**config.mk**
```make
export PLATFORM = sky130hd
export DESIGN_NAME = nand_cycle_bridge
export DESIGN_NICKNAME = d
export VERILOG_FILES = /design/src/rtl/nand_bridge_pkg.sv /design/src/rtl/nand_addr_decode.sv /design/src/rtl/nand_phase_timer.sv /design/src/rtl/nand_cycle_bridge.sv
export SDC_FILE = /design/constraint.sdc
export NUM_CORES = 1
export LEC_CHECK = 0
export BUFFER_PORTS_ARGS = -buffer_cell sky130_fd_sc_hd__buf_4
export CAP_MARGIN = 40
export CORE_MARGIN = 2
export CORE_UTILIZATION = 50
export CTS_CLUSTER_SIZE = 16
export DETAILED_ROUTE_END_ITERATION = 10
export GPL_TIMING_DRIVEN = 0
export HOLD_SLACK_MARGIN = 0.15
export PLACE_DENSITY = 0.86
export SLEW_MARGIN = 20
export SYNTH_ARGS = -nofsm -noshare
export SYNTH_HDL_FRONTEND = slang
export SYNTH_SLANG_ARGS = --single-unit
export TNS_END_PERCENT = 100
```
**constraint.sdc**
```tcl
create_clock -name clk -period 5.7 [get_ports clk]
set_input_delay 0.285 -clock clk [delete_from_list [all_inputs] [get_ports clk]]
set_output_delay 0.285 -clock clk [all_outputs]
set_load 0.01 [all_outputs]
```
**src/rtl/nand_bridge_pkg.sv**
```systemverilog
package nand_bridge_pkg;

    localparam int TCNT_W = 8;

    typedef enum logic [1:0] {
        CYC_DATA = 2'd0,
        CYC_CMD  = 2'd1,
        CYC_ADDR = 2'd2
    } cyc_kind_e;

    typedef enum logic [2:0] {
        ST_IDLE   = 3'd0,
        ST_RBWAIT = 3'd1,
        ST_SETUP  = 3'd2,
        ST_STROBE = 3'd3,
        ST_HOLD   = 3'd4,
        ST_DONE   = 3'd5
    } bridge_state_e;

    typedef struct packed {
        logic [TCNT_W-1:0] t_hold;
        logic [TCNT_W-1:0] t_strobe;
        logic [TCNT_W-1:0] t_setup;
    } timing_t;

    typedef struct packed {
        logic      ok;
        logic      attr;
        cyc_kind_e kind;
    } decode_t;

    function automatic logic [TCNT_W-1:0] eff_count(input logic [TCNT_W-1:0] v);
        return (v == '0) ? TCNT_W'(1) : v;
    endfunction

endpackage

```
**src/rtl/nand_addr_decode.sv**
```systemverilog
module nand_addr_decode
    import nand_bridge_pkg::*;
#(
    parameter int HADDR_W = 28,
    parameter int EXT_W   = 25
) (
    input  logic [HADDR_W-1:0] addr,
    input  logic               wide,
    output decode_t            dec,
    output logic [EXT_W-1:0]   ext_addr
);
    localparam int SEC_LO   = 16;
    localparam int AREA_TOP = SEC_LO + 2;
    localparam int SPACE_LO = HADDR_W - 2;

    logic [1:0] region;
    logic       upper_clear;

    always_comb begin
        region      = addr[HADDR_W-1:SPACE_LO];
        upper_clear = (addr[SPACE_LO-1:AREA_TOP] == '0);
        dec.ok      = upper_clear && (region == 2'b00 || region == 2'b10);
        dec.attr    = region[1];
        if (addr[SEC_LO+1])
            dec.kind = CYC_ADDR;
        else if (addr[SEC_LO])
            dec.kind = CYC_CMD;
        else
            dec.kind = CYC_DATA;
        ext_addr = wide ? addr[EXT_W:1] : addr[EXT_W-1:0];
    end
endmodule

```
**src/rtl/nand_phase_timer.sv**
```systemverilog
module nand_phase_timer
    import nand_bridge_pkg::*;
(
    input  logic              clk,
    input  logic              rst,
    input  logic              load,
    input  logic [TCNT_W-1:0] load_val,
    output logic              last
);
    logic [TCNT_W-1:0] cnt;

    always_ff @(posedge clk) begin
        if (rst)
            cnt <= '0;
        else if (load)
            cnt <= eff_count(load_val);
        else if (cnt != '0)
            cnt <= cnt - TCNT_W'(1);
    end

    assign last = (cnt == TCNT_W'(1));
endmodule

```
**src/rtl/nand_cycle_bridge.sv**
```systemverilog
module nand_cycle_bridge
    import nand_bridge_pkg::*;
#(
    parameter int HADDR_W = 28,
    parameter int DQ_W    = 16,
    parameter int EXT_W   = 25
) (
    input  logic                  clk,
    input  logic                  rst,
    input  logic                  host_valid,
    input  logic                  host_write,
    input  logic [HADDR_W-1:0]    host_addr,
    input  logic [DQ_W-1:0]       host_wdata,
    output logic                  host_ready,
    output logic                  host_err,
    output logic [DQ_W-1:0]       host_rdata,
    input  logic                  cfg_wide,
    input  logic [3*TCNT_W-1:0]   tim_common,
    input  logic [3*TCNT_W-1:0]   tim_attr,
    output logic                  nand_ce_n,
    output logic                  nand_cle,
    output logic                  nand_ale,
    output logic                  nand_we_n,
    output logic                  nand_re_n,
    output logic [EXT_W-1:0]      nand_addr,
    output logic [DQ_W-1:0]       nand_dq_out,
    output logic                  nand_dq_oe,
    input  logic [DQ_W-1:0]       nand_dq_in,
    input  logic                  nand_rb
);
    localparam int NARROW_W = DQ_W / 2;

    decode_t          dec;
    logic [EXT_W-1:0] dec_ext;

    bridge_state_e    st, nxt;
    cyc_kind_e        kind_q;
    logic             wr_q, err_q, wide_q;
    timing_t          tim_q, tim_sel, tsrc;
    logic [DQ_W-1:0]  wdata_q, rdata_q;
    logic [EXT_W-1:0] addr_q;
    logic             t_load, t_last, active;
    logic [TCNT_W-1:0] t_val;

    nand_addr_decode #(.HADDR_W(HADDR_W), .EXT_W(EXT_W)) u_dec (
        .addr     (host_addr),
        .wide     (cfg_wide),
        .dec      (dec),
        .ext_addr (dec_ext)
    );

    nand_phase_timer u_tmr (
        .clk      (clk),
        .rst      (rst),
        .load     (t_load),
        .load_val (t_val),
        .last     (t_last)
    );

    assign tim_sel = dec.attr ? timing_t'(tim_attr) : timing_t'(tim_common);

    always_comb begin
        nxt = st;
        unique case (st)
            ST_IDLE: if (host_valid) begin
                if (!dec.ok)
                    nxt = ST_DONE;
                else if (dec.kind == CYC_DATA && !nand_rb)
                    nxt = ST_RBWAIT;
                else
                    nxt = ST_SETUP;
            end
            ST_RBWAIT: if (nand_rb) nxt = ST_SETUP;
            ST_SETUP:  if (t_last) nxt = ST_STROBE;
            ST_STROBE: if (t_last) nxt = ST_HOLD;
            ST_HOLD:   if (t_last) nxt = ST_DONE;
            ST_DONE:   nxt = ST_IDLE;
            default:   nxt = ST_IDLE;
        endcase
    end

    always_comb begin
        tsrc   = (st == ST_IDLE) ? tim_sel : tim_q;
        t_load = (nxt != st) &&
                 (nxt == ST_SETUP || nxt == ST_STROBE || nxt == ST_HOLD);
        unique case (nxt)
            ST_STROBE: t_val = tsrc.t_strobe;
            ST_HOLD:   t_val = tsrc.t_hold;
            default:   t_val = tsrc.t_setup;
        endcase
    end

    always_ff @(posedge clk) begin
        if (rst) begin
            st      <= ST_IDLE;
            kind_q  <= CYC_DATA;
            wr_q    <= 1'b0;
            err_q   <= 1'b0;
            wide_q  <= 1'b0;
            tim_q   <= '0;
            wdata_q <= '0;
            rdata_q <= '0;
            addr_q  <= '0;
        end else begin
            st <= nxt;
            if (st == ST_IDLE && host_valid) begin
                kind_q  <= dec.kind;
                wr_q    <= host_write;
                err_q   <= !dec.ok;
                wide_q  <= cfg_wide;
                tim_q   <= tim_sel;
                wdata_q <= host_wdata;
                addr_q  <= dec_ext;
                rdata_q <= '0;
            end
            if (st == ST_STROBE && t_last && !wr_q)
                rdata_q <= wide_q ? nand_dq_in
                                  : {{(DQ_W-NARROW_W){1'b0}}, nand_dq_in[NARROW_W-1:0]};
        end
    end

    assign active      = (st == ST_SETUP) || (st == ST_STROBE) || (st == ST_HOLD);
    assign nand_ce_n   = !active;
    assign nand_cle    = active && (kind_q == CYC_CMD);
    assign nand_ale    = active && (kind_q == CYC_ADDR);
    assign nand_we_n   = !((st == ST_STROBE) && wr_q);
    assign nand_re_n   = !((st == ST_STROBE) && !wr_q);
    assign nand_dq_oe  = active && wr_q;
    assign nand_dq_out = wide_q ? wdata_q
                                : {{(DQ_W-NARROW_W){1'b0}}, wdata_q[NARROW_W-1:0]};
    assign nand_addr   = addr_q;
    assign host_ready  = (st == ST_DONE);
    assign host_err    = (st == ST_DONE) && err_q;
    assign host_rdata  = rdata_q;
endmodule

```
# == Yosys cells after proc, flatten, opt, wreduce, memory -nomap -nowiden ==
# Index checks and enable logic that the tools add are counted.
# classes
addsub,1
n_eq_ne,13
mux,21
reduce_logical,31
# op_table
op,count
16-bit 2-to-1 mux,4
24-bit 2-to-1 mux,2
25-bit 2-to-1 mux,1
8-bit 2-to-1 mux,3
3-bit 2-to-1 mux,6
8-bit zero test,2
8-bit case mux with 2 select lines,1
3-bit case mux with 5 select lines,1
"3-bit by 2-bit == test with 1-bit output, second input constant",4
1-bit logical AND,12
"3-bit == test, second input constant",3
"8-bit by 1-bit == test with 1-bit output, second input constant",1
8-bit nonzero test,1
"8-bit by 1-bit subtractor with 8-bit output, second input constant",1
1-bit zero test,6
1-bit logical OR,5
"2-bit == test, second input constant",2
2-bit zero test,2
2-bit 2-to-1 mux,2
2-bit nonzero test,2
"3-bit by 1-bit == test with 1-bit output, second input constant",1
3-bit zero test,1
3-bit != test,1
"2-bit by 1-bit == test with 1-bit output, second input constant",1
1-bit 2-to-1 mux,1
# totals
register_bits,97
inputBits,114
out_inout_bits,65
word_cells,78

# == Depth between registers and ports, before layout ==
# Gate-level depths: netlist of the first run.
# logic_depth
word_depth,13
ltp_mapped,11
ltp_nobuf,10

# == Hierarchy ==
# From an unflattened synthesis of the first run, not the netlist that was laid out.
# hier_totals
cells_unflattened,585
area_unflattened_um2,4790.8
# modules_own_cells
mod,n_inst,cells_each,area_each_um2,seq_area_each_um2
nand_cycle_bridge,1,494,3946.3,1781.7
nand_phase_timer,1,57,496.7,160.2
nand_addr_decode,1,34,347.8,0.0

# == Least setup slack after synthesis of the first run ==
# Ideal clock, no wire load.
# synth_path
path_type,flip-flop to flip-flop
start,reg u_tmr.cnt[1]
end,reg u_tmr.cnt[0]
setup_ps,79
arrival_ps,2654
required_ps,5621
setup_slack_ps,2967
stages_incl_launch_ff,12
n_path_buf,1
period_less_slack_ps,2733
path_cell_list,dfxtp_1 -> inv_1 -> ha_1 -> or4b_4 -> or3_1 -> a311o_1 -> and2_4 -> buf_6 -> mux2_4 -> nor4_2 -> nand4_1 -> o211ai_1
# synth_via
elab_chain_cells,8
elab_cells_between_ends,18
classes_between,5 x eq/ne; 7 x mux; 6 x reduce/logical
# synth_rtl
item,line,rtl
start: declaration,nand_phase_timer.sv:10,logic [TCNT_W-1:0] cnt;
start signal: assignment,nand_phase_timer.sv:16,cnt <= eff_count(load_val);
start signal: assignment,nand_phase_timer.sv:18,cnt <= cnt - TCNT_W'(1);
8-bit by 1-bit == test with 1-bit output,nand_phase_timer.sv:21,assign last = (cnt == TCNT_W'(1));
"3-bit 2-to-1 mux, on equally long branches","nand_cycle_bridge.sv:76, nand_cycle_bridge.sv:74, nand_cycle_bridge.sv:75",
3-bit case mux with 5 select lines,nand_cycle_bridge.sv:64,unique case (st)
"3-bit == test, or another cell as far along","nand_cycle_bridge.sv:85, nand_cycle_bridge.sv:86",
8-bit case mux with 2 select lines / 1-bit logical OR (equally long branches),"nand_cycle_bridge.sv:86, nand_cycle_bridge.sv:85",
8-bit zero test / 1-bit logical OR (equally long branches),"nand_bridge_pkg.sv:33, nand_cycle_bridge.sv:85",
8-bit 2-to-1 mux / 1-bit logical AND (equally long branches),"nand_bridge_pkg.sv:33, nand_cycle_bridge.sv:84",
8-bit 2-to-1 mux / 2-bit nonzero test (equally long branches),n/a,
# Parallel ways exist; a longest one is shown, timed or not.
# A chain may end at the register's enable or synchronous reset.

# == Worst setup path after layout of the first run ==
# Same ends and word-level chain as after synthesis.

==> results of run 1 <==
==> metal layers <==
metal | vias to the layer above | GRT usage [%] | share of wire [%]
met5 | - | 0 | 0
met4 | 0 | 11.3 | 2.4
met3 | 30 | 6.10 | 7.9
met2 | 263 | 44.7 | 48
met1 | 2361 | 33.4 | 42
li1 | 2501 | - | -
==> cell usage after synthesis (5+ instances only) <==
library cell   n  share of area (%)
o21ai_0       18                1.8
dfxtp_1       97                 39
a211oi_1      57                8.6
nor2_1        74                5.6
nand3_1       27                2.7
xnor2_1        5               0.88
buf_4          8                1.2
mux2i_1       59                 12
clkbuf_1      45                3.4
a21oi_1       49                5.0
and2_1        12                1.5
nor3_1         5               0.51
nand2_1       79                6.0
==> where the power goes <==
group	leakage [nW]	total [mW]	switching, mW	internal (mW)
combinational	1.99	1.03	0.589	0.445
sequential	0.797	0.860	0.0701	0.790
clock	0.0778	0.377	0.225	0.152
total	2.86	2.27	0.884	1.39
==> tightest hold or removal path: stages <==
cell,delay [ns]
buf_4,0.11
nand2_1,0.04
a21oi_1,0.05
==> through the flow <==
| step | instances | area [sq um] | setup slack, ns | power (mW) |
|---|---|---|---|---|
| after floorplan | 603 | 4950 | 2.97 | 1.56 |
| after global placement | 911 | 6430 | 2.72 | 1.84 |
| after detailed placement | 911 | 6430 | 2.64 | 1.89 |
| after CTS | 925 | 6580 | 2.67 | 2.26 |
| after global routing | 926 | 6590 | 2.50 | 2.42 |
| final | 926 | 6590 | 2.64 | 2.27 |
==> state kept, by name (all words and copies together), names as in the netlist <==
register    flops
nand_addr      25
tim_q          24
host_rdata     16
wdata_q        16
u_tmr.cnt       8
st              3
kind_q          2
err_q           1
wide_q          1
wr_q            1
==> layout make-up <==
class,instances,area [sq um],share of cell area (%)
clock buffer,10,128,1.94
clock inverter,4,22.5,0.342
multi-input combinational,445,2740,41.6
timing repair buffer,176,1320,20.0
inverter,4,15.0,0.228
sequential,97,1940,29.5
buffer,57,253,3.83
tap,133,166,2.52
==> logic make-up (layout without fill, tap and decap cells) <==
family | Yosys count | count (layout) | synth area share [%]
mux | 65 | 65 | 13.6
compound gates | 141 | 141 | 18.6
fa+ha+maj | 3 | 3 | 0.758
xor+xnor | 7 | 7 | 1.24
flops | 97 | 97 | 39.2
buf+inv | 61 | 251 | 5.41
simple gates | 229 | 229 | 21.2
==> path summary, 6_finish.rpt <==
kind	cells after the start	start	to	slack [ns]
hold reg to reg	2	wdata_q[8]$_SDFFE_PP0P_	wdata_q[8]$_SDFFE_PP0P_	0.46
setup / recovery	11	u_tmr.cnt[1]$_SDFFE_PP0P_	u_tmr.cnt[0]$_SDFFE_PP0P_	2.64
hold / removal	3	nand_dq_in[7]	host_rdata[7]$_SDFFE_PP0P_	0.16
setup reg to reg	11	u_tmr.cnt[1]$_SDFFE_PP0P_	u_tmr.cnt[0]$_SDFFE_PP0P_	2.64
==> flow_summary.html, run 1 <==
<table>
<tr><th>Metric</th><th>Value</th></tr>
<tr><th colspan="2">Worst setup path</th></tr>
<tr><td>Cells along the critical path</td><td>inv_1, ha_1, or4b_4, or3_1, a311o_1, and2_4, buf_6, mux2_4, nor4_2, nand4_1, o211ai_1</td></tr>
<tr><td>Capturing element type of the critical path</td><td>flip-flop</td></tr>
<tr><td>Family with the most delay on the worst path</td><td>simple AND/OR/NAND/NOR gates</td></tr>
<tr><td>Count of buffering cells on the critical path with inverters included</td><td>2</td></tr>
<tr><td>Cell with the largest stage delay on the worst path</td><td>or4b_4</td></tr>
<tr><td>Critical Path Source Type</td><td>flip-flop</td></tr>
<tr><td>Arrival time at the worst endpoint</td><td>3.35 ns</td></tr>
<tr><td>Critical path class</td><td>flip-flop to flip-flop</td></tr>
<tr><td>Peak fanout along the critical path</td><td>10</td></tr>
<tr><td>Longest individual stage delay on the worst path</td><td>0.49 ns</td></tr>
<tr><td>Endpoint required time on the critical path</td><td>5.99 ns</td></tr>
<tr><th colspan="2">Global routing</th></tr>
<tr><td>Maximum number of pins on one net before global-route repair</td><td>15</td></tr>
<tr><td>Congestion Overflow GR</td><td>0</td></tr>
<tr><td>Initial antenna violation count</td><td>0</td></tr>
<tr><td>Via count of the first global-routing pass</td><td>4995</td></tr>
<tr><td>First-pass GRT wire length</td><td>23700 microns</td></tr>
<tr><td>GRT Total Usage</td><td>26.8%</td></tr>
<tr><th colspan="2">Cells and area</th></tr>
<tr><td>Count of antenna diodes in the layout</td><td>0</td></tr>
<tr><td>Most frequent cells in the layout</td><td>buf_4, dfxtp_1, nand2_1</td></tr>
<tr><td>Most common library cell in the layout ignoring fill and taps</td><td>buf_4</td></tr>
<tr><td>Share of the core filled with cells</td><td>68.1%</td></tr>
<tr><td>Layout area overhead</td><td>33.1%</td></tr>
<tr><td>Fraction of layout cells with a size suffix above 1</td><td>26.9%</td></tr>
<tr><td>Final net count</td><td>907</td></tr>
<tr><td>FILL cells</td><td>763</td></tr>
<tr><th colspan="2">Clock tree</th></tr>
<tr><td>Deepest level of the CTS H-tree</td><td>3</td></tr>
<tr><td>Number of instances resized during post-cts repair</td><td>0</td></tr>
<tr><td>Clock Root Buffer</td><td>clkbuf_8</td></tr>
<tr><td>Buffers inserted during post-CTS setup optimization</td><td>0</td></tr>
<tr><td>Post-CTS clock slew at the launch and capture registers of the worst setup and hold paths</td><td>0.09 ns</td></tr>
<tr><td>Count of clock tree sinks</td><td>97</td></tr>
<tr><td>Skew-Pair Late Insertion Delay</td><td>0.37 ns</td></tr>
<tr><td>Num CTS Buffers</td><td>9</td></tr>
<tr><td>TritonCTS clock tree</td><td>yes</td></tr>
<tr><td>Hold bufs inserted after CTS</td><td>0</td></tr>
<tr><td>CTS Buffer Depth</td><td>2</td></tr>
<tr><th colspan="2">Floorplan</th></tr>
<tr><td>Floorplan die area</td><td>10700 sq um</td></tr>
<tr><td>Die extent in x</td><td>104 microns</td></tr>
<tr><td>Die height</td><td>104 microns</td></tr>
<tr><td>Initial standard-cell utilization of the core</td><td>51.1%</td></tr>
<tr><td>I/O Pins</td><td>179</td></tr>
<tr><td>Core outline area</td><td>9680 sq um</td></tr>
<tr><td>Std-Cell Rows</td><td>36</td></tr>
<tr><th colspan="2">Drt</th></tr>
<tr><td>Length of the first detailed-routing pass in iterations</td><td>5</td></tr>
<tr><td>Residual antenna-violating net count after detailed routing</td><td>0</td></tr>
<tr><td>Detailed router's first-iteration violation count</td><td>297</td></tr>
<tr><td>DRC errors left</td><td>0</td></tr>
<tr><td>Avg WL per Cell</td><td>15.6 microns</td></tr>
<tr><td>Total detailed-routing wirelength</td><td>14500 microns</td></tr>
<tr><td>Total number of vias</td><td>5155</td></tr>
<tr><td>Number of vias per cell</td><td>5.57</td></tr>
<tr><th colspan="2">Timing</th></tr>
<tr><td>Final Max Slew Viols</td><td>0</td></tr>
<tr><td>Tightest slew margin relative to the limit</td><td>50.7%</td></tr>
<tr><td>Fin. Hold Viols</td><td>0</td></tr>
<tr><td>Fmax</td><td>327 MHz</td></tr>
<tr><td>Skew final</td><td>0.0129 ns</td></tr>
<tr><td>Final setup vio count</td><td>0</td></tr>
<tr><td>Minimum clock period</td><td>3.06 ns</td></tr>
<tr><td>Worst hold margin</td><td>0.157 ns</td></tr>
<tr><td>Unrepaired setup endpoints after global routing</td><td>no</td></tr>
<tr><td>Pin slew with the least headroom to its limit</td><td>0.739 ns</td></tr>
<tr><td>Post-route setup TNS</td><td>0 ns</td></tr>
<tr><td>Share of the cycle needed by the critical path after routing</td><td>53.7%</td></tr>
<tr><th colspan="2">Job</th></tr>
<tr><td>Number of violations of the max-capacitance limit</td><td>0</td></tr>
<tr><th colspan="2">Synthesis</th></tr>
<tr><td>Ys Warns</td><td>0</td></tr>
<tr><td>Post-Syn Instances</td><td>603</td></tr>
<tr><td>Area of the mapped netlist</td><td>4950 sq um</td></tr>
<tr><td>Distinct cell type count of the synthesized netlist</td><td>52</td></tr>
<tr><td>Mean Syn Cell Area</td><td>8.21 sq um</td></tr>
<tr><td>Synthesized net count</td><td>720</td></tr>
<tr><td>Prevailing post-synth register cell</td><td>dfxtp_1</td></tr>
<tr><td>Proportion of synthesized flip-flops having asynchronous set or reset</td><td>0%</td></tr>
<tr><td>Total of flip-flops plus latches after synthesis</td><td>97</td></tr>
<tr><td>Number of enable-type register cells in the synthesized netlist</td><td>0</td></tr>
<tr><td>Sequential cell area fraction in the yosys report</td><td>39.2%</td></tr>
<tr><th colspan="2">Place</th></tr>
<tr><td>Final estimated routing congestion in global placement</td><td>0.916</td></tr>
<tr><td>Count of buffers from port buffering</td><td>175</td></tr>
<tr><td>Sum of net half-perimeters after detailed placement</td><td>11300 microns</td></tr>
<tr><th colspan="2">Pwr</th></tr>
<tr><td>Power density of the placed cells</td><td>345 nW/um^2</td></tr>
<tr><td>Worst supply voltage drop on vdd</td><td>0.176 mV</td></tr>
<tr><td>P_leak</td><td>2.86 nW</td></tr>
<tr><th colspan="2">Outcome</th></tr>
<tr><td>Result of the run</td><td>complete, no violations</td></tr>
<tr><th colspan="2">Hold path</th></tr>
<tr><td>HP Class</td><td>primary input to flip-flop</td></tr>
</table>
Note: power is estimated with default switching activity, not from simulation.
==> run 2: changes to the inputs <==
--- a/config.mk
+++ b/config.mk
@@ -5,6 +5,7 @@
 export SDC_FILE = /design/constraint.sdc
 export NUM_CORES = 1
 export LEC_CHECK = 0
+export ABC_AREA = 1
 export BUFFER_PORTS_ARGS = -buffer_cell sky130_fd_sc_hd__buf_4
 export CAP_MARGIN = 40
 export CORE_MARGIN = 2
==> constraint.sdc (replaced) <==
create_clock -name clk -period 3 [get_ports clk]
set_input_delay 0.15 -clock clk [delete_from_list [all_inputs] [get_ports clk]]
set_output_delay 0.15 -clock clk [all_outputs]
set_load 0.01 [all_outputs]
==> flow_summary.html, run 2 <==
<table>
<tr><th>Metric</th><th>Value</th></tr>
<tr><th colspan="2">Drt</th></tr>
<tr><td>Total number of vias</td><td>5711</td></tr>
<tr><td>Avg WL per Cell</td><td>15.9 microns</td></tr>
<tr><td>Length of the first detailed-routing pass in iterations</td><td>5</td></tr>
<tr><td>DRC errors left</td><td>0</td></tr>
<tr><td>Detailed router's first-iteration violation count</td><td>256</td></tr>
<tr><td>Residual antenna-violating net count after detailed routing</td><td>0</td></tr>
<tr><td>Total detailed-routing wirelength</td><td>17100 microns</td></tr>
<tr><td>Number of vias per cell</td><td>5.32</td></tr>
<tr><th colspan="2">Worst setup path</th></tr>
<tr><td>Critical path class</td><td>flip-flop to flip-flop</td></tr>
<tr><td>CP endpoint</td><td>host_rdata[12]$_SDFFE_PP0P_</td></tr>
<tr><td>Longest individual stage delay on the worst path</td><td>0.48 ns</td></tr>
<tr><td>Worst setup path start</td><td>u_tmr.cnt[1]$_SDFFE_PP0P_</td></tr>
<tr><td>Cells along the critical path</td><td>inv_1, ha_1, nand2_2, nor2_4, nand2_1, nor2_1, nor2_1, clkbuf_1, nand2_1, a21oi_1</td></tr>
<tr><td>Endpoint required time on the critical path</td><td>3.24 ns</td></tr>
<tr><td>Capturing element type of the critical path</td><td>flip-flop</td></tr>
<tr><td>Cell with the largest stage delay on the worst path</td><td>nor2_1</td></tr>
<tr><td>Launching point of the worst reg2reg path</td><td>u_tmr.cnt[1]$_SDFFE_PP0P_</td></tr>
<tr><td>Family with the most delay on the worst path</td><td>simple AND/OR/NAND/NOR gates</td></tr>
<tr><td>Register-to-register setup slack</td><td>0.63 ns</td></tr>
<tr><td>Arrival time at the worst endpoint</td><td>2.61 ns</td></tr>
<tr><td>Critical Path Source Type</td><td>flip-flop</td></tr>
<tr><td>Worst reg-to-reg path cell count</td><td>10</td></tr>
<tr><td>Count of buffering cells on the critical path with inverters included</td><td>2</td></tr>
<tr><td>Peak fanout along the critical path</td><td>10</td></tr>
<tr><td>Number of gates on the worst path with buffers counted</td><td>10</td></tr>
<tr><td>Worst R2R End</td><td>host_rdata[12]$_SDFFE_PP0P_</td></tr>
<tr><th colspan="2">Pwr</th></tr>
<tr><td>Power density of the placed cells</td><td>644 nW/um^2</td></tr>
<tr><td>P_leak</td><td>3.47 nW</td></tr>
<tr><td>Total power after layout</td><td>4.81 mW</td></tr>
<tr><td>Worst supply voltage drop on vdd</td><td>0.389 mV</td></tr>
<tr><th colspan="2">Synthesis</th></tr>
<tr><td>Synthesized net count</td><td>795</td></tr>
<tr><td>Total of flip-flops plus latches after synthesis</td><td>97</td></tr>
<tr><td>Synthesized-area fraction occupied by and/or/nand/nor cells</td><td>21.4%</td></tr>
<tr><td>Sequential cell area fraction in the yosys report</td><td>38.3%</td></tr>
<tr><td>Top-area cell type share of the netlist area</td><td>38.3%</td></tr>
<tr><td>Area of the mapped netlist</td><td>5070 sq um</td></tr>
<tr><td>Prevailing post-synth register cell</td><td>dfxtp_1</td></tr>
<tr><td>Top cells by count, synth</td><td>nand2_1, dfxtp_1, a21oi_1</td></tr>
<tr><td>Proportion of synthesized flip-flops having asynchronous set or reset</td><td>0%</td></tr>
<tr><td>Top cell type by total area after synthesis</td><td>dfxtp_1</td></tr>
<tr><td>Fraction of synthesized area in multiplexers</td><td>9.77%</td></tr>
<tr><td>Dominant combinational cell family by area after synthesis</td><td>simple AND/OR/NAND/NOR gates</td></tr>
<tr><td>Mean Syn Cell Area</td><td>7.48 sq um</td></tr>
<tr><td>Complex-gate fraction of the synthesized area</td><td>19.2%</td></tr>
<tr><td>Arithmetic-cell share of the synthesized area counting full adders, half adders and majority gates</td><td>0.740%</td></tr>
<tr><td>Most instantiated library cell after synthesis</td><td>nand2_1</td></tr>
<tr><td>Number of enable-type register cells in the synthesized netlist</td><td>0</td></tr>
<tr><td>Xor/xnor share of the synthesized area</td><td>1.04%</td></tr>
<tr><td>Area contributors post-synth</td><td>dfxtp_1, a21oi_1, nand2_1</td></tr>
<tr><td>Distinct cell type count of the synthesized netlist</td><td>38</td></tr>
<tr><td>Ys Warns</td><td>0</td></tr>
<tr><td>Post-Syn Instances</td><td>678</td></tr>
<tr><th colspan="2">Outcome</th></tr>
<tr><td>Result of the run</td><td>complete, no violations</td></tr>
<tr><th colspan="2">Cells and area</th></tr>
<tr><td>Final net count</td><td>1051</td></tr>
<tr><td>Layout area overhead</td><td>47.1%</td></tr>
<tr><td>Share of the core filled with cells</td><td>76.0%</td></tr>
<tr><td>Fraction of layout cells with a size suffix above 1</td><td>29.4%</td></tr>
<tr><td>Most frequent cells in the layout</td><td>buf_4, nand2_1, dfxtp_1</td></tr>
<tr><td>Storage element area</td><td>1940 sq um</td></tr>
<tr><td>Number of flip-flops under the largest register name</td><td>25</td></tr>
<tr><td>FILL cells</td><td>689</td></tr>
<tr><td>Post-layout instance area</td><td>7460 sq um</td></tr>
<tr><td>Most common library cell in the layout ignoring fill and taps</td><td>buf_4</td></tr>
<tr><td>Combined area of the multi-input logic cells</td><td>2650 sq um</td></tr>
<tr><th colspan="2">Place</th></tr>
<tr><td>Sum of net half-perimeters after detailed placement</td><td>10800 microns</td></tr>
<tr><td>Area post-placement</td><td>6560 sq um</td></tr>
<tr><td>Final estimated routing congestion in global placement</td><td>0.869</td></tr>
<tr><td>Count of buffers from port buffering</td><td>176</td></tr>
<tr><th colspan="2">Timing</th></tr>
<tr><td>Post-route setup TNS</td><td>0 ns</td></tr>
<tr><td>Final Max Slew Viols</td><td>0</td></tr>
<tr><td>Tightest slew margin relative to the limit</td><td>46.8%</td></tr>
<tr><td>Minimum clock period</td><td>2.37 ns</td></tr>
<tr><td>Skew final</td><td>0.0129 ns</td></tr>
<tr><td>Share of the cycle needed by the critical path after routing</td><td>78.9%</td></tr>
<tr><td>Fmax</td><td>422 MHz</td></tr>
<tr><td>Final setup vio count</td><td>0</td></tr>
<tr><td>Fin. Hold Viols</td><td>0</td></tr>
<tr><td>Unrepaired setup endpoints after global routing</td><td>no</td></tr>
<tr><td>Pin slew with the least headroom to its limit</td><td>0.791 ns</td></tr>
<tr><th colspan="2">Floorplan</th></tr>
<tr><td>I/O Pins</td><td>179</td></tr>
<tr><td>Floorplan die area</td><td>11000 sq um</td></tr>
<tr><td>Die height</td><td>105 microns</td></tr>
<tr><td>Die extent in x</td><td>105 microns</td></tr>
<tr><td>Core outline area</td><td>9820 sq um</td></tr>
<tr><td>Initial standard-cell utilization of the core</td><td>51.6%</td></tr>
<tr><td>Std-Cell Rows</td><td>36</td></tr>
<tr><th colspan="2">Global routing</th></tr>
<tr><td>Congestion Overflow GR</td><td>0</td></tr>
<tr><td>Via count of the first global-routing pass</td><td>5763</td></tr>
<tr><td>Maximum number of pins on one net before global-route repair</td><td>19</td></tr>
<tr><td>GRT Total Usage</td><td>30.3%</td></tr>
<tr><td>Initial antenna violation count</td><td>1</td></tr>
<tr><td>First-pass GRT wire length</td><td>27100 microns</td></tr>
<tr><th colspan="2">Job</th></tr>
<tr><td>Number of violations of the max-capacitance limit</td><td>0</td></tr>
<tr><th colspan="2">Clock tree</th></tr>
<tr><td>TritonCTS clock tree</td><td>yes</td></tr>
<tr><td>Count of clock tree sinks</td><td>97</td></tr>
<tr><td>Num CTS Buffers</td><td>9</td></tr>
<tr><td>Buffers inserted during post-CTS setup optimization</td><td>0</td></tr>
<tr><td>Deepest level of the CTS H-tree</td><td>3</td></tr>
<tr><td>Clock Root Buffer</td><td>clkbuf_8</td></tr>
<tr><td>Skew-Pair Late Insertion Delay</td><td>0.38 ns</td></tr>
<tr><td>CTS Buffer Depth</td><td>2</td></tr>
<tr><td>Post-CTS clock slew at the launch and capture registers of the worst setup and hold paths</td><td>0.11 ns</td></tr>
<tr><th colspan="2">Hold path</th></tr>
<tr><td>HP Class</td><td>primary input to flip-flop</td></tr>
</table>
-- run 2: changes by cell type after synthesis, moves of 12 or more --
cell      change
nand2_1      +26
mux2i_1      -32
o21ai_0      +58
a21oi_1      +34
a211oi_1     -56
nor2_2       +12
mux2_2       +16
inv_1        +51
clkbuf_1     -16
-- run 2: what timing repair did --
item | in CTS | in global routing
hold buffers | 69 | 0
resized for setup | 0 | 0
endpoints found under the hold margin | 58 | 0
-- run 2: worst min path at each step --
stage | startpoint | end | slack [ns] | depth (start not counted)
2_1_floorplan | host_wdata[0] | wdata_q[0]$_SDFFE_PP0P_ | 0.28 | 2
6_report | host_addr[25] | nand_addr[24]$_SDFFE_PP0P_ | 0.18 | 5
4_1_cts | host_addr[25] | nand_addr[24]$_SDFFE_PP0P_ | 0.17 | 5
3_3_place_gp | host_wdata[0] | wdata_q[0]$_SDFFE_PP0P_ | 0.37 | 3
5_1_grt | tim_common[10] | tim_q[10]$_SDFFE_PP0P_ | 0.22 | 4
3_5_place_dp | host_wdata[3] | wdata_q[3]$_SDFFE_PP0P_ | 0.38 | 3
-- run 2: per-layer routing --
metal	wire length [microns]	global-route usage, %	up-vias
met3	1340	8.05	60
li1	-	-	2733
met4	711	15.2	0
met5	0	0	-
met1	6530	32.9	2646
met2	8480	54.2	272
-- run 2: cells by family after synthesis --
group           Yosys count
mux                      47
compound gates          181
fa+ha+maj                 3
buf+inv                 108
simple gates            236
xor+xnor                  6
flops                    97
-- run 2: report_power, final --
| part | switching (mW) | internal (mW) |
|---|---|---|
| logic | 1.31 | 0.904 |
| clock network | 0.517 | 0.402 |
| registers | 0.147 | 1.53 |
-- run 2: cell type report --
| cell class | instances | share of cell area (%) |
|---|---|---|
| well taps | 133 | 2.23 |
| diodes | 1 | 0.0335 |
| multi-input cells | 473 | 35.5 |
| clock inverters | 7 | 1.14 |
| repair buffers | 245 | 27.0 |
| plain buffers | 49 | 3.46 |
| inverters | 59 | 3.00 |
| clock buffers | 9 | 1.66 |
| flip-flops and latches | 97 | 26.0 |
-- run 2: metrics by stage --
step | std cells | setup slack, ns | hold slack [ns]
2_1_floorplan | 678 | 1.05 | 0.285
3_3_place_gp | 987 | 0.825 | 0.372
3_5_place_dp | 987 | 0.817 | 0.378
4_1_cts | 1072 | 0.747 | 0.167
5_1_grt | 1073 | 0.491 | 0.219
6_report | 1073 | 0.633 | 0.175
-- run 2: worst reg2reg max path, stage by stage (launching register included) --
cell      delay (ns)
dfxtp_1         0.34
inv_1           0.10
ha_1            0.18
nand2_2         0.09
nor2_4          0.17
nand2_1         0.11
nor2_1          0.48
nor2_1          0.27
clkbuf_1        0.29
nand2_1         0.13
a21oi_1         0.09
==> run 3: changes to the inputs <==
==> constraint.sdc (replaced) <==
create_clock -name clk -period 2.4 [get_ports clk]
set_input_delay 0.12 -clock clk [delete_from_list [all_inputs] [get_ports clk]]
set_output_delay 0.12 -clock clk [all_outputs]
set_load 0.01 [all_outputs]
==> flow_summary.html, run 3 (synthesis gave the netlist of run 2 again) <==
<table>
<tr><th>Metric</th><th>Value</th></tr>
<tr><th colspan="2">Outcome</th></tr>
<tr><td>Result of the run</td><td>complete, no violations</td></tr>
<tr><th colspan="2">Clock tree</th></tr>
<tr><td>Clock Root Buffer</td><td>clkbuf_8</td></tr>
<tr><td>Skew-Pair Late Insertion Delay</td><td>0.38 ns</td></tr>
<tr><td>CTS Buffer Depth</td><td>2</td></tr>
<tr><td>Num CTS Buffers</td><td>9</td></tr>
<tr><td>Post-CTS clock slew at the launch and capture registers of the worst setup and hold paths</td><td>0.10 ns</td></tr>
<tr><td>Deepest level of the CTS H-tree</td><td>3</td></tr>
<tr><td>TritonCTS clock tree</td><td>yes</td></tr>
<tr><td>Count of clock tree sinks</td><td>97</td></tr>
<tr><th colspan="2">Timing</th></tr>
<tr><td>Final setup vio count</td><td>0</td></tr>
<tr><td>Tightest slew margin relative to the limit</td><td>47.5%</td></tr>
<tr><td>Pin slew with the least headroom to its limit</td><td>0.781 ns</td></tr>
<tr><td>Fin. Hold Viols</td><td>0</td></tr>
<tr><td>Skew final</td><td>0.0166 ns</td></tr>
<tr><td>Post-route setup TNS</td><td>0 ns</td></tr>
<tr><td>Share of the cycle needed by the critical path after routing</td><td>95.5%</td></tr>
<tr><td>Minimum clock period</td><td>2.29 ns</td></tr>
<tr><td>Final Max Slew Viols</td><td>0</td></tr>
<tr><td>Fmax</td><td>436 MHz</td></tr>
<tr><th colspan="2">Drt</th></tr>
<tr><td>Routed length on met1</td><td>6610 microns</td></tr>
<tr><td>Detailed router's first-iteration violation count</td><td>293</td></tr>
<tr><td>Residual antenna-violating net count after detailed routing</td><td>0</td></tr>
<tr><td>Avg WL per Cell</td><td>16.2 microns</td></tr>
<tr><td>Number of vias per cell</td><td>5.32</td></tr>
<tr><td>Detailed-routed wire length on met2</td><td>8860 microns</td></tr>
<tr><td>Top Layer Used</td><td>met4</td></tr>
<tr><td>DRC errors left</td><td>0</td></tr>
<tr><td>Met3 Wirelength</td><td>1360 microns</td></tr>
<tr><td>Length of the first detailed-routing pass in iterations</td><td>5</td></tr>
<tr><td>Total number of vias</td><td>5735</td></tr>
<tr><td>Total detailed-routing wirelength</td><td>17500 microns</td></tr>
<tr><th colspan="2">Worst setup path</th></tr>
<tr><td>Cells along the critical path</td><td>dlygate4sd3_1, buf_4, nor2_1, nand3_2, nor2_2, nand2_1, nand2_1, nand2_1, nand2_2, buf_6, nand2_4, nand2_4, nor2_1, nor2_2, nand2_1, nor2_1, nand2_1, nand2_1, nand2_1, a21oi_2</td></tr>
<tr><td>Longest individual stage delay on the worst path</td><td>0.57 ns</td></tr>
<tr><td>Cell with the largest stage delay on the worst path</td><td>dlygate4sd3_1</td></tr>
<tr><td>Launching point of the worst reg2reg path</td><td>u_tmr.cnt[1]$_SDFFE_PP0P_</td></tr>
<tr><td>Count of buffering cells on the critical path with inverters included</td><td>3</td></tr>
<tr><td>Worst reg-to-reg path cell count</td><td>10</td></tr>
<tr><td>Critical Path Source Type</td><td>primary input</td></tr>
<tr><td>Arrival time at the worst endpoint</td><td>2.60 ns</td></tr>
<tr><td>Critical path class</td><td>primary input to flip-flop</td></tr>
<tr><td>Cell type with the highest occurrence count on the critical path</td><td>nand2_1</td></tr>
<tr><td>Register-to-register setup slack</td><td>0.17 ns</td></tr>
<tr><td>Capturing element type of the critical path</td><td>flip-flop</td></tr>
<tr><td>Endpoint required time on the critical path</td><td>2.71 ns</td></tr>
<tr><td>Worst R2R End</td><td>host_rdata[12]$_SDFFE_PP0P_</td></tr>
<tr><td>Family with the most delay on the worst path</td><td>simple AND/OR/NAND/NOR gates</td></tr>
<tr><td>Peak fanout along the critical path</td><td>10</td></tr>
<tr><th colspan="2">Cells and area</th></tr>
<tr><td>Final net count</td><td>1055</td></tr>
<tr><td>Most common library cell in the layout ignoring fill and taps</td><td>buf_4</td></tr>
<tr><td>Number of flip-flops under the largest register name</td><td>25</td></tr>
<tr><td>Fraction of layout cells with a size suffix above 1</td><td>30.3%</td></tr>
<tr><td>Layout area overhead</td><td>48.2%</td></tr>
<tr><td>Most frequent cells in the layout</td><td>buf_4, nand2_1, dfxtp_1</td></tr>
<tr><th colspan="2">Floorplan</th></tr>
<tr><td>Floorplan die area</td><td>11000 sq um</td></tr>
<tr><td>Std-Cell Rows</td><td>36</td></tr>
<tr><td>Initial standard-cell utilization of the core</td><td>51.6%</td></tr>
<tr><td>I/O Pins</td><td>179</td></tr>
<tr><td>Die height</td><td>105 microns</td></tr>
<tr><td>Die extent in x</td><td>105 microns</td></tr>
<tr><td>Core outline area</td><td>9820 sq um</td></tr>
<tr><th colspan="2">Global routing</th></tr>
<tr><td>GRT Total Usage</td><td>30.8%</td></tr>
<tr><td>First-pass GRT wire length</td><td>27400 microns</td></tr>
<tr><td>Initial antenna violation count</td><td>1</td></tr>
<tr><td>Via count of the first global-routing pass</td><td>5786</td></tr>
<tr><td>Congestion Overflow GR</td><td>0</td></tr>
<tr><td>Maximum number of pins on one net before global-route repair</td><td>19</td></tr>
<tr><th colspan="2">Hold path</th></tr>
<tr><td>Endpoint of the worst hold path</td><td>tim_q[10]$_SDFFE_PP0P_</td></tr>
<tr><td>Startpoint of the most critical hold path</td><td>tim_common[10]</td></tr>
<tr><td>HP Class</td><td>primary input to flip-flop</td></tr>
<tr><td>Hold Path Cell Cnt</td><td>4</td></tr>
<tr><th colspan="2">Place</th></tr>
<tr><td>Count of buffers from port buffering</td><td>176</td></tr>
<tr><td>Final estimated routing congestion in global placement</td><td>0.869</td></tr>
<tr><td>Sum of net half-perimeters after detailed placement</td><td>10800 microns</td></tr>
<tr><th colspan="2">Pwr</th></tr>
<tr><td>Total power after layout</td><td>6.09 mW</td></tr>
<tr><td>P_leak</td><td>3.49 nW</td></tr>
<tr><td>Power density of the placed cells</td><td>811 nW/um^2</td></tr>
<tr><td>Worst supply voltage drop on vdd</td><td>0.486 mV</td></tr>
<tr><th colspan="2">Job</th></tr>
<tr><td>Number of violations of the max-capacitance limit</td><td>0</td></tr>
</table>
## run 3: layout make-up
cell class,instances,area (sq um)
multi-input cells,473,2670
fillers,667,2310
repair buffers,249,2040
flip-flops and latches,97,1940
plain buffers,49,258
inverters,59,224
well taps,133,166
clock buffers,9,124
clock inverters,7,85.1
diodes,1,2.50
## run 3: how the worst max path moves through the flow
stage	start	endpoint	slack, ns	cells after the start
floorplan	u_tmr.cnt[1]$_SDFFE_PP0P_	u_tmr.cnt[3]$_SDFFE_PP0P_	0.45	14
global placement	u_tmr.cnt[1]$_SDFFE_PP0P_	host_rdata[12]$_SDFFE_PP0P_	0.22	10
detailed placement	u_tmr.cnt[1]$_SDFFE_PP0P_	host_rdata[12]$_SDFFE_PP0P_	0.22	10
CTS	host_addr[23]	u_tmr.cnt[0]$_SDFFE_PP0P_	0.18	20
global route	host_addr[19]	u_tmr.cnt[0]$_SDFFE_PP0P_	-0.02	20
finish	host_addr[19]	u_tmr.cnt[0]$_SDFFE_PP0P_	0.11	20
## run 3: worst reg2reg max path: stages, from the launching register on
cell and delay (ns):
dfxtp_1 0.37, inv_1 0.08, ha_1 0.20, nand2_2 0.11
nor2_4 0.06, nand2_1 0.12, nor2_2 0.11, nor2_1 0.39
clkbuf_1 0.39, nand2_1 0.13, a21oi_1 0.19
## run 3: metrics by stage
step | hold WS, ns | worst slack [ns] | cells | util (%) | instance area, sq um
final | 0.158 | 0.108 | 1077 | 76.5 | 7510
after global routing | 0.192 | -0.0213 | 1077 | 76.5 | 7510
after CTS | 0.164 | 0.177 | 1073 | 76.0 | 7470
after detailed placement | 0.348 | 0.217 | 987 | 66.8 | 6560
after global placement | 0.342 | 0.225 | 987 | 66.8 | 6560
after floorplan | 0.255 | 0.446 | 678 | - | 5070
## run 3: repair_timing
action,CTS,global route
hold buffers,70,0
resized for setup,0,7
endpoints found under the setup margin,0,11
setup buffers,0,3
endpoints found under the hold margin,60,0
## run 3: routing by layer
layer,vias up,GRT usage [%]
met5,-,0
met3,55,8.05
li1,2737,-
met2,267,55.3
met4,0,15.4
met1,2676,33.3
## run 3: power breakdown
group / switching [mW] / internal, mW / total [mW]
combinational: 1.66 / 1.17 / 2.83
clock: 0.657 / 0.503 / 1.16
sequential: 0.193 / 1.91 / 2.10
